$ cat config.mk
export PLATFORM = sky130hd
export DESIGN_NAME = pwm_qduty_top
export DESIGN_NICKNAME = d
export VERILOG_FILES = /design/src/rtl/pwm_qduty_pkg.sv /design/src/rtl/pwm_period_ctr.sv /design/src/rtl/pwm_sample_q.sv /design/src/rtl/pwm_cmp_ctl.sv /design/src/rtl/pwm_qduty_top.sv
export SDC_FILE = /design/constraint.sdc
export NUM_CORES = 1
export LEC_CHECK = 0
export BUFFER_PORTS_ARGS = -buffer_cell sky130_fd_sc_hd__clkbuf_2
export CELL_PAD_IN_SITES_DETAIL_PLACEMENT = 1
export CELL_PAD_IN_SITES_GLOBAL_PLACEMENT = 2
export CORE_MARGIN = 2
export CORE_UTILIZATION = 42
export CTS_CLUSTER_DIAMETER = 150
export DETAILED_ROUTE_END_ITERATION = 8
export PLACE_DENSITY = 0.83
export SLEW_MARGIN = 20
export SYNTH_ARGS = -nofsm -noshare
export SYNTH_HDL_FRONTEND = slang
export SYNTH_SLANG_ARGS = --single-unit
$ cat constraint.sdc
create_clock -name clk -period 10.9 [get_ports clk]
set_input_delay 3.27 -clock clk [delete_from_list [all_inputs] [get_ports clk]]
set_output_delay 3.27 -clock clk [all_outputs]
set_load 0.02 [all_outputs]
$ cat src/rtl/pwm_qduty_pkg.sv
// Package: types shared by the queued-duty pulse-width modulator.
// Assumes nothing beyond being compiled before the modules that import it.
package pwm_qduty_pkg;

    typedef enum logic {
        UPD_LEGACY = 1'b0,
        UPD_SAFE   = 1'b1
    } upd_mode_e;

endpackage

$ cat src/rtl/pwm_period_ctr.sv
// Period counter: counts from 0 to period_len-1, then wraps to 0.
// Gives the current value, the next value and a wrap strobe for the current cycle.
// Assumes period_len >= 2 and that it is held steady while running.
module pwm_period_ctr #(
    parameter int CNT_W = 16
) (
    input  logic             clk,
    input  logic             rst_n,
    input  logic [CNT_W-1:0] period_len,
    output logic [CNT_W-1:0] cnt_q,
    output logic [CNT_W-1:0] cnt_nxt,
    output logic             wrap
);

    // Detect the last count of the period and form the next count.
    always_comb begin
        wrap    = (cnt_q >= (period_len - 1'b1));
        cnt_nxt = wrap ? '0 : cnt_q + 1'b1;
    end

    // Counter register.
    always_ff @(posedge clk) begin
        if (!rst_n) cnt_q <= '0;
        else        cnt_q <= cnt_nxt;
    end

    // a nonzero count is always its predecessor plus one.
    assert_cnt_step_R2: assert property (@(posedge clk) disable iff (!rst_n)
        (cnt_q != '0) |-> (cnt_q == $past(cnt_q) + 1'b1));

endmodule

$ cat src/rtl/pwm_sample_q.sv
// Sample queue: DEPTH entries, first in first out, with a fill-level count and a sticky overflow flag.
// A push into a full queue that is not popping in the same cycle is dropped.
// Assumes pop is raised only when the queue is not empty.
module pwm_sample_q #(
    parameter int W     = 16,
    parameter int DEPTH = 4,
    localparam int PTR_W = (DEPTH > 1) ? $clog2(DEPTH) : 1,
    localparam int LVL_W = $clog2(DEPTH + 1)
) (
    input  logic             clk,
    input  logic             rst_n,
    input  logic             push,
    input  logic [W-1:0]     push_data,
    input  logic             pop,
    output logic [W-1:0]     head,
    output logic             empty,
    output logic             full,
    output logic [LVL_W-1:0] level,
    output logic             ovf_q
);

    logic [W-1:0]     mem [DEPTH];
    logic [PTR_W-1:0] wr_ptr;
    logic [PTR_W-1:0] rd_ptr;
    logic             push_ok;
    logic             pop_ok;

    // Status decode and accepted push/pop.
    always_comb begin
        empty   = (level == '0);
        full    = (level == LVL_W'(DEPTH));
        pop_ok  = pop && !empty;
        push_ok = push && (!full || pop_ok);
        head    = mem[rd_ptr];
    end

    // One storage register per entry, written when the write pointer selects it.
    for (genvar i = 0; i < DEPTH; i++) begin : g_entry
        always_ff @(posedge clk) begin
            if (push_ok && (wr_ptr == PTR_W'(i))) mem[i] <= push_data;
        end
    end

    // Pointer, level and overflow bookkeeping.
    always_ff @(posedge clk) begin
        if (!rst_n) begin
            wr_ptr <= '0;
            rd_ptr <= '0;
            level  <= '0;
            ovf_q  <= 1'b0;
        end else begin
            if (push_ok)
                wr_ptr <= (wr_ptr == PTR_W'(DEPTH - 1)) ? '0 : wr_ptr + 1'b1;
            if (pop_ok)
                rd_ptr <= (rd_ptr == PTR_W'(DEPTH - 1)) ? '0 : rd_ptr + 1'b1;
            case ({push_ok, pop_ok})
                2'b10:   level <= level + 1'b1;
                2'b01:   level <= level - 1'b1;
                default: level <= level;
            endcase
            if (push && !push_ok) ovf_q <= 1'b1;
        end
    end

    // the level never exceeds the depth.
    assert_level_bound_R8: assert property (@(posedge clk) disable iff (!rst_n)
        level <= LVL_W'(DEPTH));

    // once set, the overflow flag stays set.
    assert_ovf_sticky_R9: assert property (@(posedge clk) disable iff (!rst_n)
        ovf_q |=> ovf_q);

    // a dropped push leaves the queue full and the stored entries in place.
    assert_full_keep_R9: assert property (@(posedge clk) disable iff (!rst_n)
        (full && push && !pop) |=> (full && $stable(rd_ptr) && $stable(wr_ptr)));

endmodule

$ cat src/rtl/pwm_cmp_ctl.sv
// Compare control: chooses, in each cycle, whether a write updates the compare value at once or goes into the queue.
// Pops the queue at wrap and drives the output register.
// In safe mode, a write that would leave the period without a falling edge is queued.
// Assumes the counter signals come from pwm_period_ctr.
module pwm_cmp_ctl
    import pwm_qduty_pkg::*;
#(
    parameter int CNT_W = 16
) (
    input  logic             clk,
    input  logic             rst_n,
    input  logic             mode_safe,
    input  logic [CNT_W-1:0] cnt_q,
    input  logic [CNT_W-1:0] cnt_nxt,
    input  logic             wrap,
    input  logic             wr_en,
    input  logic [CNT_W-1:0] wr_data,
    input  logic             q_empty,
    input  logic [CNT_W-1:0] q_head,
    output logic             q_push,
    output logic             q_pop,
    output logic [CNT_W-1:0] cmp_q,
    output logic             pwm_q
);

    upd_mode_e        mode;
    logic             in_window;
    logic             bypass;
    logic [CNT_W-1:0] cmp_nxt;
    logic             pwm_nxt;

    // Decide the update path for this cycle's write.
    always_comb begin
        mode      = upd_mode_e'(mode_safe);
        in_window = (wr_data < cmp_q) && (wr_data <= cnt_q) && (cnt_q < cmp_q);
        bypass    = wr_en && q_empty &&
                    (wrap || !((mode == UPD_SAFE) && in_window));
        q_push    = wr_en && !bypass;
        q_pop     = wrap && !q_empty;
    end

    // Next compare value and next output level.
    always_comb begin
        if (q_pop)       cmp_nxt = q_head;
        else if (bypass) cmp_nxt = wr_data;
        else             cmp_nxt = cmp_q;
        if (wrap)                     pwm_nxt = (cmp_nxt != '0);
        else if (cnt_nxt == cmp_nxt)  pwm_nxt = 1'b0;
        else                          pwm_nxt = pwm_q;
    end

    // Compare and output registers.
    always_ff @(posedge clk) begin
        if (!rst_n) begin
            cmp_q <= '0;
            pwm_q <= 1'b0;
        end else begin
            cmp_q <= cmp_nxt;
            pwm_q <= pwm_nxt;
        end
    end

    // the output rises only at the start of a period.
    assert_rise_at_wrap_R2: assert property (@(posedge clk) disable iff (!rst_n)
        $rose(pwm_q) |-> (cnt_q == '0));

    // a zero compare value at period start means a low output.
    assert_zero_low_R3: assert property (@(posedge clk) disable iff (!rst_n)
        ((cnt_q == '0) && (cmp_q == '0)) |-> !pwm_q);

    // in safe mode, a write inside the hazard window leaves the running compare value untouched.
    assert_safe_defer_R6: assert property (@(posedge clk) disable iff (!rst_n)
        (mode_safe && wr_en && !wrap && (wr_data < cmp_q) && (wr_data <= cnt_q) && (cnt_q < cmp_q))
        |=> (cmp_q == $past(cmp_q)));

endmodule

$ cat src/rtl/pwm_qduty_top.sv
// Top: pulse-width modulator with a duty queue and a selectable edge-safe update mode.
// Joins the period counter, the sample queue and the compare control.
// Assumes period_len >= 2, held steady while running.
module pwm_qduty_top #(
    parameter int CNT_W = 16,
    parameter int DEPTH = 4,
    localparam int LVL_W = $clog2(DEPTH + 1)
) (
    input  logic             clk,
    input  logic             rst_n,
    input  logic             mode_safe,
    input  logic [CNT_W-1:0] period_len,
    input  logic             wr_en,
    input  logic [CNT_W-1:0] wr_data,
    output logic             pwm_out,
    output logic [LVL_W-1:0] fill_level,
    output logic             ovf_flag,
    output logic [CNT_W-1:0] count_o
);

    logic [CNT_W-1:0] cnt_q;
    logic [CNT_W-1:0] cnt_nxt;
    logic             wrap;
    logic             q_push;
    logic             q_pop;
    logic [CNT_W-1:0] q_head;
    logic             q_empty;
    logic             q_full;
    logic [CNT_W-1:0] cmp_q;

    pwm_period_ctr #(.CNT_W(CNT_W)) u_ctr (
        .clk        (clk),
        .rst_n      (rst_n),
        .period_len (period_len),
        .cnt_q      (cnt_q),
        .cnt_nxt    (cnt_nxt),
        .wrap       (wrap)
    );

    pwm_sample_q #(.W(CNT_W), .DEPTH(DEPTH)) u_q (
        .clk       (clk),
        .rst_n     (rst_n),
        .push      (q_push),
        .push_data (wr_data),
        .pop       (q_pop),
        .head      (q_head),
        .empty     (q_empty),
        .full      (q_full),
        .level     (fill_level),
        .ovf_q     (ovf_flag)
    );

    pwm_cmp_ctl #(.CNT_W(CNT_W)) u_cmp (
        .clk       (clk),
        .rst_n     (rst_n),
        .mode_safe (mode_safe),
        .cnt_q     (cnt_q),
        .cnt_nxt   (cnt_nxt),
        .wrap      (wrap),
        .wr_en     (wr_en),
        .wr_data   (wr_data),
        .q_empty   (q_empty),
        .q_head    (q_head),
        .q_push    (q_push),
        .q_pop     (q_pop),
        .cmp_q     (cmp_q),
        .pwm_q     (pwm_out)
    );

    // Expose the counter value.
    always_comb count_o = cnt_q;

    // a full queue is never reported as empty.
    assert_full_not_empty_R8: assert property (@(posedge clk) disable iff (!rst_n)
        q_full |-> !q_empty);

endmodule

==> results of run 1 <==
## cell families after synthesis
| logic type | share of synthesized area |
|---|---|
| muxes | 0.06123 |
| and+or+nand+nor | 0.1500 |
| buffers and inverters | 0.03932 |
| xor gates and xnor gates | 0.04930 |
| AOI/OAI and AO/OA | 0.1270 |
| DFF | 0.4351 |
| adders and majority gates | 0.1381 |
## routing by layer
metal,vias up,global-route usage
met3,23,0.04397
met2,205,0.4064
li1,2403,-
met5,-,0
met1,2584,0.3577
met4,0,0.08080
## layout by cell type, fill, tap and decap left out, drive strengths merged, types with 16 or more instances in the layout
cell,count
nor2,52
o21ai,32
edfxtp,64
inv,46
dfxtp,43
nand2,45
mux4,16
clkbuf,66
a21oi,34
xnor2,29
nor3,22
nand3,22
ha,69
## flip-flops by register name, summed over array words and instances, names as in the netlist, named ones only
signal	flops
u_q.mem	64
u_cmp.cmp_q	16
u_ctr.cnt_q	16
u_q.level	3
u_q.rd_ptr	2
u_q.wr_ptr	2
u_cmp.pwm_q	1
u_q.ovf_q	1
## per-stage QoR
step                instance area [µm²]  setup slack, ns
finish                             7154            2.385
global route                       7154            1.799
CTS                                7154            2.414
detailed placement                 6867            2.043
global placement                   6867            2.369
floorplan                          6396            3.127
## power by group through the flow
stage               Clock [µW]  Combinational [µW]  Sequential (µW)
detailed placement           0                 231              477
floorplan                    0                 149              475
finish                     327                 237              469
global route               343                 258              471
CTS                        329                 232              469
global placement             0                 221              476
## layout make-up
type,instances,area [µm²],area share
clock buffer,10,229.0,0.03200
inverter,43,161.4,0.02256
multi-input combinational,448,3362,0.4699
timing repair buffer,62,325.3,0.04547
sequential,107,2783,0.3889
clock inverter,6,58.81,0.008220
tap,188,235.2,0.03288
## critical path: stages
cell and delay (ns):
clkbuf_2 0.09, or3_1 0.41, nor3_1 0.21, nand3_1 0.15, nor3_1 0.29, nand2b_1 0.18, nor3b_1 0.27, xnor2_1 0.17
ha_1 0.26, and4_1 0.21, a221oi_1 0.32, o21ai_1 0.12, buf_4 0.22, or4_1 0.83, o21ai_0 0.34, o31a_1 0.35
and2_1 0.77
## final timing paths
kind | from | end | slack, ns | depth (start not counted)
max | period_len[4] | u_q.mem[1][5] | 2.38 | 17
min | u_q.ovf_q | u_q.ovf_q | 0.48 | 2
max reg2reg | u_ctr.cnt_q[8] | u_q.mem[1][5] | 6.03 | 10
min reg2reg | u_q.ovf_q | u_q.ovf_q | 0.48 | 2
## cells in the mapped netlist, types with 3 or more instances
cell type | n | share of area
nor2_1 | 52 | 0.031
dfxtp_1 | 43 | 0.13
nor3b_1 | 4 | 0.0047
and3_1 | 3 | 0.0029
nor2b_1 | 3 | 0.0029
o21ai_1 | 7 | 0.0055
buf_2 | 3 | 0.0023
nor4_1 | 7 | 0.0068
and2_1 | 14 | 0.014
nand2b_1 | 4 | 0.0039
inv_1 | 43 | 0.025
o211a_1 | 3 | 0.0047
a31oi_1 | 10 | 0.0098
o211ai_1 | 6 | 0.0070
nand4_1 | 9 | 0.0088
a211oi_1 | 6 | 0.0070
xor2_1 | 7 | 0.0096
o22ai_1 | 4 | 0.0039
nand3_1 | 21 | 0.016
o311ai_0 | 3 | 0.0041
nand2_1 | 45 | 0.026
o21ai_0 | 25 | 0.020
a21oi_1 | 34 | 0.027
nor3_1 | 22 | 0.017
ha_1 | 69 | 0.13
mux4_2 | 16 | 0.056
clkbuf_1 | 16 | 0.0094
xnor2_1 | 29 | 0.040
edfxtp_1 | 64 | 0.30
and4_1 | 4 | 0.0055
==> flow_summary.rst, run 1 <==
.. list-table::
   :header-rows: 1

   * - Metric
     - Value
   * - Clock power frac
     - 0.317
   * - Setup_tns
     - 0 ns
   * - First-pass GRT wire length
     - 31.16 mm
   * - FP Rows
     - 45
   * - Average footprint of a synthesized cell
     - 10.33 µm²
   * - Count of pins over their slew limit
     - 0
   * - Max capacitance violation total
     - 0
   * - Cts-stage hold buffer count
     - 0
   * - Nets in the synthesized netlist
     - 725
   * - Launching element type of the critical path
     - input port
   * - Routed wl met2
     - 9.432 mm
   * - Final-stage net count
     - 777
   * - TritonCTS Buffers
     - 9
   * - Register bit total from synthesis
     - 107
   * - Number of fill cells
     - 1697
   * - Headroom to the max-slew limit
     - 0.3434
   * - Setup-failing EPs final
     - 0
   * - Clock Sink Count
     - 107
   * - Number of placed instances with taps included
     - 848
   * - Cell leakage power
     - 0.002677 µW
   * - Clock root buffer master
     - clkbuf_16
   * - Total wirelength of the detailed-routed design
     - 20.14 mm
   * - Detailed-routing iteration count for the pre-antenna-repair pass
     - 5
   * - Post-synthesis instance total
     - 619
   * - Starting utilization of the core area
     - 0.4255
   * - Nature of the critical path endpoint
     - flop
   * - Synthesis-to-layout area growth
     - 11.85%
   * - Final routed wire length divided by cell count
     - 23.30 µm
   * - IR drop worst, VDD
     - 0.08384 mV
   * - Count of yosys warnings during synthesis
     - 0
   * - Most used DFF post-synth
     - edfxtp_1
   * - Placed wire-length estimate
     - 15.11 mm
   * - Number of diodes added for antenna fixing
     - 0
   * - Proportion of synthesized chip area in sequential cells
     - 0.4351
   * - Post-route fraction of the period consumed by the critical path
     - 0.7812
   * - Setup fix buffers added after clock tree synthesis
     - 0
   * - Worst setup path category
     - input port to flop
   * - TritonCTS clock tree
     - yes
   * - Mapped cell area
     - 6396 µm²
   * - Pin slew with the least headroom to its limit
     - 0.9722 ns
   * - Worst slack on hold paths
     - 0.4761 ns
   * - Die boundary height
     - 127.4 µm
   * - Initial antenna violation count
     - 0
   * - I/O Buffers
     - 56
   * - Ports
     - 57
   * - Final critical path time including I/O delays and setup
     - 8.515 ns
   * - Worst-path fanout max
     - 18
   * - Wire length on met3
     - 1.391 mm
   * - Die boundary width
     - 127.4 µm
   * - Achievable clock frequency
     - 0.1174 GHz
   * - Switching power share of the total
     - 0.3228
   * - H-tree lvl count
     - 3
   * - Data arrival time of the critical path
     - 8.50 ns
   * - Number of global-route vias before repair
     - 5355
   * - Clock Skews
     - 0.01582 ns
   * - Relative contribution of sequential cells to total power
     - 0.454
   * - RSZ-0062 raised after global routing
     - false
   * - Post-DRT Antenna Nets
     - 0
   * - Non-filler cells in the finished layout
     - 864
   * - Power, Total
     - 1032 µW
   * - Maximum number of pins on one net before global-route repair
     - 31
   * - Post-layout util
     - 0.4759
   * - Power per cell area
     - 144.3 nW/µm²
   * - Count of flip-flops with a built-in enable after synthesis
     - 64
   * - Combinational Power Share
     - 0.229
   * - Hold/Removal Path Class
     - flop to flop
   * - CP Data Required Time
     - 10.88 ns
   * - Number of gates resized after CTS
     - 0
   * - Buffer depth of the longest clock path
     - 2
   * - Number of vias after detailed routing
     - 5215
   * - GR Util All Layers
     - 0.2556
   * - Core Area
     - 15030 µm²
   * - Clock latency of the later-clocked register in the worst-skew pair
     - 0.37 ns
   * - Full die area
     - 16230 µm²
   * - Weighted congestion reported at the end of routability-driven placement
     - 0.9297
   * - Share of post-route cells with drive strength above 1
     - 0.1435
   * - Clock transition time at the flip-flop clock pins of the worst setup and hold paths
     - 0.08 ns
   * - Total DRC errors in the routed layout
     - 0
   * - Total count of hold-check failures in the final report
     - 0
   * - Async set-reset flop share out of synthesis
     - 0
   * - Count of routing violations after the opening detailed-route iteration
     - 429
   * - Total gr overflow
     - 0
   * - Post-DR vias/cell
     - 6.036
   * - Number of distinct library cell variants in the gate-level netlist after synthesis
     - 60
   * - Result of the run
     - complete, no violations
   * - Power spent charging and discharging nets
     - 333.2 µW
   * - Detailed-routing wirelength on met1
     - 8.992 mm
   * - Cell internal power dissipation
     - 699.0 µW
   * - Top routing layer in use
     - met4
(Power assumes the default switching activity.)
==> inputs of run 2 (changes only) <==
CORE_UTILIZATION = 35   (was 42)
PLACE_DENSITY = 0.74   (was 0.83)
clock period = 7.73 ns   (was 10.9 ns; I/O delays follow)
==> run 2 against run 1 <==
Clock power rose by 34%. Flip-flop and latch count did not move. Highest routed layer unchanged. Global-route usage fell by 4.0 points. Register-to-register slack got worse by 3.1 ns. Combinational power rose by 43%. Clock-buffer cell count did not move. Sequential share of layout area fell by 0.49 points. Total power rose by 39%. Sequential power rose by 41%. Non-clock buffer count rose by 8. First-iteration DRC count fell by 10%.
==> flow_summary.rst, run 2 (synthesized netlist as in run 1, its figures left out) <==
.. list-table::
   :header-rows: 1

   * - Metric
     - Value
   * - Result of the run
     - complete, no violations
   * - Number of fill cells
     - 2027 (+19%)
   * - Max capacitance violation total
     - 0 (unchanged)
   * - H-tree lvl count
     - 3 (unchanged)
   * - Buffer depth of the longest clock path
     - 2 (unchanged)
   * - CP Data Required Time
     - 7.96 ns (-2.92 ns)
   * - Final-stage net count
     - 785 (+1.0%)
   * - Synthesis-to-layout area growth
     - 13.28%
   * - Pre-CTS setup slack
     - 0.2012 ns (-1.842 ns)
   * - Headroom to the max-slew limit
     - 0.3683 (+0.02490)
   * - Number of vias after detailed routing
     - 5187 (-0.54%)
   * - Placed wire-length estimate
     - 15.53 mm (+2.7%)
   * - Setup_tns
     - 0 ns (unchanged)
   * - FF+latch area
     - 2783 µm² (unchanged)
   * - Detailed-routing iteration count for the pre-antenna-repair pass
     - 5 (unchanged)
   * - Post-DP Area
     - 6978 µm² (+1.6%)
   * - Total DRC errors in the routed layout
     - 0 (unchanged)
   * - Clock transition time at the flip-flop clock pins of the worst setup and hold paths
     - 0.08 ns (about the same)
   * - I/O Buffers
     - 56 (unchanged)
   * - Post-DRT Antenna Nets
     - 0 (unchanged)
   * - Clock Sink Count
     - 107 (unchanged)
   * - First-pass GRT wire length
     - 31.97 mm (+2.6%)
   * - Total wirelength of the detailed-routed design
     - 20.41 mm (+1.4%)
   * - Full die area
     - 19370 µm² (+19%)
   * - Clock Skews
     - 0.01040 ns (-0.005422 ns)
   * - Total count of hold-check failures in the final report
     - 0 (unchanged)
   * - Power per cell area
     - 198.4 nW/µm² (+38%)
   * - Worst setup path category
     - input port to flop
   * - Maximum number of pins on one net before global-route repair
     - 22 (-29%)
   * - FP Rows
     - 49 (+8.9%)
   * - RSZ-0062 raised after global routing
     - false
   * - Final routed wire length divided by cell count
     - 22.35 µm (-4.1%)
   * - Cell area after layout
     - 7246 µm² (+1.3%)
   * - Setup-failing EPs final
     - 0 (unchanged)
   * - PnR worst setup slack
     - 0.5540 ns (-1.831 ns)
   * - Count of routing violations after the opening detailed-route iteration
     - 385 (-10%)
   * - Clock root buffer master
     - clkbuf_16
   * - Launching element type of the critical path
     - input port
   * - Share of post-route cells with drive strength above 1
     - 0.1520 (+0.008556)
   * - Total gr overflow
     - 0 (unchanged)
   * - Commonest non-fill, non-tap cell in the layout
     - ha_1
   * - Number of global-route vias before repair
     - 5379 (+0.45%)
   * - Core Area
     - 17960 µm² (+19%)
   * - Non-filler cells in the finished layout
     - 913 (+5.7%)
   * - TritonCTS Buffers
     - 9 (unchanged)
   * - Post-DR vias/cell
     - 5.681 (-5.9%)
   * - Ports
     - 57 (unchanged)
   * - GR Util All Layers
     - 0.2159 (-0.03975)
   * - Hold/Removal Path Class
     - flop to flop
   * - Flip-flop count of the largest register after layout
     - 64 (unchanged)
   * - Reg with most FFs
     - u_q.mem
   * - Number of diodes added for antenna fixing
     - 0 (unchanged)
   * - IR drop worst, VDD
     - 0.1140 mV (+36%)
   * - Weighted congestion reported at the end of routability-driven placement
     - 0.9108 (-2.0%)
   * - Worst-path fanout max
     - 9 (-9)
   * - Cts-stage hold buffer count
     - 0 (unchanged)
   * - Cell leakage power
     - 0.002703 µW (+0.98%)
   * - Number of gates resized after CTS
     - 0 (unchanged)
   * - Post-route fraction of the period consumed by the critical path
     - 0.9283
   * - Nature of the critical path endpoint
     - flop
   * - Initial antenna violation count
     - 0 (unchanged)
   * - Final critical path time including I/O delays and setup
     - 7.176 ns
   * - Achievable clock frequency
     - 0.1394 GHz
   * - Die boundary width
     - 139.2 µm (+9.2%)
   * - Die boundary height
     - 139.2 µm (+9.2%)
   * - Setup fix buffers added after clock tree synthesis
     - 0 (unchanged)
   * - TritonCTS clock tree
     - yes
   * - Clock latency of the later-clocked register in the worst-skew pair
     - 0.36 ns (about the same)
   * - Data arrival time of the critical path
     - 7.41 ns (-1.09 ns)
   * - Number of placed instances with taps included
     - 897 (+5.8%)
   * - Count of pins over their slew limit
     - 0 (unchanged)
   * - Most used cells in the layout excluding fill and tap cells
     - ha_1 (69), edfxtp_1 (64), clkbuf_2 (56)
   * - Top flop regs
     - u_q.mem: 64 flops, u_cmp.cmp_q: 16 flops, u_ctr.cnt_q: 16 flops
   * - Area used by multi-input combinational logic
     - 3362 µm² (unchanged)
   * - Starting utilization of the core area
     - 0.3561 (-0.06940)
   * - Pin slew with the least headroom to its limit
     - 0.9353 ns (-0.03686 ns)
run 2: through the flow:
step	total power, µW	utilization	hold slack (ns)
2_1_floorplan	879.2	-	0.4541
3_5_place_dp	1004	0.3885	0.4901
3_3_place_gp	991.9	0.3885	0.4631
4_1_cts	1446	0.4034	0.5018
5_1_grt	1506	0.4034	0.5179
6_report	1438	0.4034	0.5008
run 2: worst paths after layout:
check,startpoint,to,slack (ns),cells past startpoint
setup / recovery,period_len[4],u_cmp.pwm_q,0.55,20
hold / removal,u_q.ovf_q,u_q.ovf_q,0.50,2
setup reg to reg,u_cmp.cmp_q[11],u_cmp.pwm_q,2.96,13
hold reg to reg,u_q.ovf_q,u_q.ovf_q,0.50,2
run 2: area by class of cell:
cell class                      instances  area share
Multi-Input combinational cell        448      0.4640
Inverter                               43     0.02228
Tap cell                              229     0.03954
Sequential cell                       107      0.3840
Timing Repair Buffer                   70     0.05319
Clock inverter                          6    0.005353
Clock buffer                           10     0.03160
run 2: routing by layer:
metal / vias to the layer above / GRT usage / routed length [µm]
met3: 32 / 0.03419 / 840
met1: 2584 / 0.3080 / 9756
met5: - / 0 / 0
met2: 143 / 0.3402 / 9374
li1: 2428 / - / -
met4: 0 / 0.06326 / 435
run 2: power breakdown:
| part | internal, µW | total, µW | switching, µW |
|---|---|---|---|
| Combinational | 122 | 339 | 217 |
| Clock | 219 | 439 | 220 |
| Sequential | 639 | 660 | 20.9 |
| Total | 980 | 1440 | 458 |
run 2: worst max-delay path: stages:
cell	delay, ns
clkbuf_2	0.10
or3_1	0.42
nor3_1	0.21
nand3_1	0.16
nor3_1	0.28
nand2b_1	0.16
nor4_1	0.31
xnor2_1	0.18
ha_1	0.27
and4_1	0.22
a221oi_1	0.34
o21ai_1	0.23
or4_1	0.81
buf_4	0.27
a31oi_1	0.15
a21oi_1	0.15
o2bb2ai_1	0.17
a211o_1	0.29
nor4_1	0.23
a31oi_1	0.13
==> inputs of run 3 (changes only) <==
CORE_MARGIN = unset   (was 2)
CORE_UTILIZATION = 37   (was 35)
CTS_BUF_LIST = sky130_fd_sc_hd__clkbuf_8   (was unset)
PLACE_DENSITY = 0.77   (was 0.74)
==> run 3 against run 2 <==
Sequential power hardly changed. Critical path depth stayed put. Clock skew is 0.0042 ns higher. Clock power is 14% lower. Design area is 0.66% lower. Worst hold slack better by 0.0078 ns. Sequential share of layout area is 0.25 points higher. Register-to-register slack better by 0.31 ns. Critical path type unchanged. Maximum frequency is 0.81% higher. Global-route usage is 2.4 points higher. First-iteration DRC count is 12% lower.
==> flow_summary.rst, run 3 (synthesized netlist as in run 1, its figures left out) <==
.. list-table::
   :header-rows: 1

   * - Metric
     - Value
   * - Result of the run
     - complete, no violations
   * - Clock transition time at the flip-flop clock pins of the worst setup and hold paths
     - 0.11 ns (+0.03 ns)
   * - Post-DR vias/cell
     - 5.696 (+0.25%)
   * - Critical path's slowest cell
     - or4_1
   * - Timing endpoint of the critical path
     - u_cmp.pwm_q
   * - Clock root buffer master
     - clkbuf_8
   * - Number of gates resized after CTS
     - 0 (unchanged)
   * - Most utilized layer in the global route result
     - met2
   * - Reg with most FFs
     - u_q.mem
   * - FP Rows
     - 47 (-4.1%)
   * - Total DRC errors in the routed layout
     - 0 (unchanged)
   * - RSZ-0062 raised after global routing
     - false
   * - Total count of hold-check failures in the final report
     - 0 (unchanged)
   * - Worst-path fanout max
     - 8 (-1)
   * - Worst Reg2Reg Path Length in Cells
     - 13 (unchanged)
   * - Slack of the worst reg-to-reg path
     - 3.27 ns (+0.31 ns)
   * - Number of diodes added for antenna fixing
     - 0 (unchanged)
   * - Cell leakage power
     - 0.002700 µW (-0.11%)
   * - Ordered cell list for the critical path
     - clkbuf_2, or3_1, nor3_1, nand2_1, nor4_1, nand2_1, xor2_1, ha_1, a21oi_1, nand2_1, a221oi_1, o21ai_1, or4_1, buf_4, a31oi_1, o2bb2ai_1, o2bb2ai_1, a211o_1, nor4_1, a31oi_1
   * - Pin slew with the least headroom to its limit
     - 0.9577 ns (+0.02237 ns)
   * - Total gr overflow
     - 0 (unchanged)
   * - Weighted congestion reported at the end of routability-driven placement
     - 0.9276 (+1.8%)
   * - Delay of the slowest cell on the worst path
     - 0.75 ns (-0.06 ns)
   * - Count of routing violations after the opening detailed-route iteration
     - 339 (-12%)
   * - IR drop worst, VDD
     - 0.1571 mV (+38%)
   * - Final-stage net count
     - 788 (+0.38%)
   * - Total wirelength of the detailed-routed design
     - 20.25 mm (-0.77%)
   * - Launching element type of the critical path
     - input port
   * - Core Area
     - 16760 µm² (-6.7%)
   * - M1 GR Usage
     - 0.3350 (+0.02699)
   * - GR Util All Layers
     - 0.2398 (+0.02394)
   * - Initial antenna violation count
     - 0 (unchanged)
   * - Setup_tns
     - 0 ns (unchanged)
   * - Data arrival time of the critical path
     - 7.40 ns (about the same)
   * - Most frequent cell on the critical path
     - nand2_1
   * - Maximum number of pins on one net before global-route repair
     - 22 (unchanged)
   * - Most used cells in the layout excluding fill and tap cells
     - ha_1 (69), edfxtp_1 (64), clkbuf_2 (56)
   * - Commonest non-fill, non-tap cell in the layout
     - ha_1
   * - Headroom to the max-slew limit
     - 0.3608 (-0.007461)
   * - Clock Sink Count
     - 107 (unchanged)
   * - Detailed-routing iteration count for the pre-antenna-repair pass
     - 5 (unchanged)
   * - CP Data Required Time
     - 8.02 ns (+0.06 ns)
   * - Post-route fraction of the period consumed by the critical path
     - 0.9209 (-0.007417)
   * - Buffer depth of the longest clock path
     - 2 (unchanged)
   * - Nature of the critical path endpoint
     - flop
   * - Clock latency of the later-clocked register in the worst-skew pair
     - 0.40 ns (+0.04 ns)
   * - TritonCTS clock tree
     - yes
   * - Number of global-route vias before repair
     - 5382 (+0.056%)
   * - Die boundary height
     - 133.5 µm (-4.1%)
   * - M3 GR Usage
     - 0.04110 (+0.006911)
   * - Flip-flop count of the largest register after layout
     - 64 (unchanged)
   * - Reg2reg end
     - u_cmp.pwm_q
   * - Placed wire-length estimate
     - 15.80 mm (+1.7%)
   * - Setup-failing EPs final
     - 0 (unchanged)
   * - Achievable clock frequency
     - 0.1405 GHz (+0.81%)
   * - Synthesis-to-layout area growth
     - 12.54%
   * - H-tree lvl count
     - 3 (unchanged)
   * - Reg-to-reg startpoint
     - u_ctr.cnt_q[14]
   * - Setup fix buffers added after clock tree synthesis
     - 0 (unchanged)
   * - Final routed wire length divided by cell count
     - 22.33 µm (-0.12%)
   * - Hold/Removal Path Class
     - flop to flop
   * - Worst setup path start
     - period_len[4]
   * - Full die area
     - 17820 µm² (-8.0%)
   * - Number of vias after detailed routing
     - 5166 (-0.40%)
   * - Starting utilization of the core area
     - 0.3816 (+0.02557)
   * - Final critical path time including I/O delays and setup
     - 7.119 ns (-0.05733 ns)
   * - Ports
     - 57 (unchanged)
   * - Die boundary width
     - 133.5 µm (-4.1%)
   * - Worst setup path category
     - input port to flop
   * - Max capacitance violation total
     - 0 (unchanged)
   * - Worst slack on hold paths
     - 0.5086 ns (+0.007848 ns)
   * - Count of pins over their slew limit
     - 0 (unchanged)
   * - Share of post-route cells with drive strength above 1
     - 0.1601 (+0.008070)
   * - TritonCTS Buffers
     - 9 (unchanged)
   * - First-pass GRT wire length
     - 31.69 mm (-0.89%)
   * - Top flop regs
     - u_q.mem: 64 flops, u_cmp.cmp_q: 16 flops, u_ctr.cnt_q: 16 flops
   * - Clock Skews
     - 0.01455 ns (+0.004150 ns)
   * - Cts-stage hold buffer count
     - 0 (unchanged)
   * - Power per cell area
     - 190.9 nW/µm² (-3.8%)
   * - Post-DRT Antenna Nets
     - 0 (unchanged)
   * - Met2 layer usage reported by global route
     - 0.3840 (+0.04381)
   * - I/O Buffers
     - 56 (unchanged)
==> run 3: metrics by stage <==
step           setup slack [ns]    util  instance area, µm²  power [µW]  instances
3_5_place_dp             0.2863  0.4170                6989        1006        891
2_1_floorplan            0.9081       -                6396       879.2        619
5_1_grt                  0.3807  0.4295                7198        1442        907
3_3_place_gp             0.4618  0.4170                6989       991.2        891
4_1_cts                  0.7029  0.4293                7196        1379        907
6_report                 0.6113  0.4295                7198        1374        907
==> run 3: layout make-up <==
cell class	count	area, µm²
sequential	107	2783
clock inverter	6	68.82
fill	1911	9562
clock buffer	10	137.6
tap	220	275.3
timing repair buffer	73	407.9
inverter	43	161.4
multi-input combinational	448	3364
==> run 3: routing by layer <==
metal,part of all wire,wire length (µm)
met1,0.47,9491
met2,0.47,9444
met3,0.045,911
met4,0.020,401
met5,0,0
==> run 3: worst min-delay path by stage <==
stage / depth (start not counted) / to / from
floorplan: 2 / flop / u_q.rd_ptr[1]
global placement: 2 / u_q.ovf_q / u_q.ovf_q
detailed placement: 2 / u_q.ovf_q / u_q.ovf_q
CTS: 2 / u_q.rd_ptr[1] / u_q.rd_ptr[1]
global route: 2 / flop / u_q.rd_ptr[1]
finish: 2 / u_q.rd_ptr[1] / u_q.rd_ptr[1]
==> run 3: power by group <==
group	leakage, µW	switching, µW	internal [µW]
Sequential	0.000928	21.1	639
Clock	0.000109	214	163
Combinational	0.00166	213	125
==> run 3: critical path: cells and delay by family <==
family,cells,cell delay [ns]
buf+inv,2,0.34
compound gates,8,1.72
xor+xnor,1,0.19
fa+ha+maj,1,0.32
simple gates,8,2.50
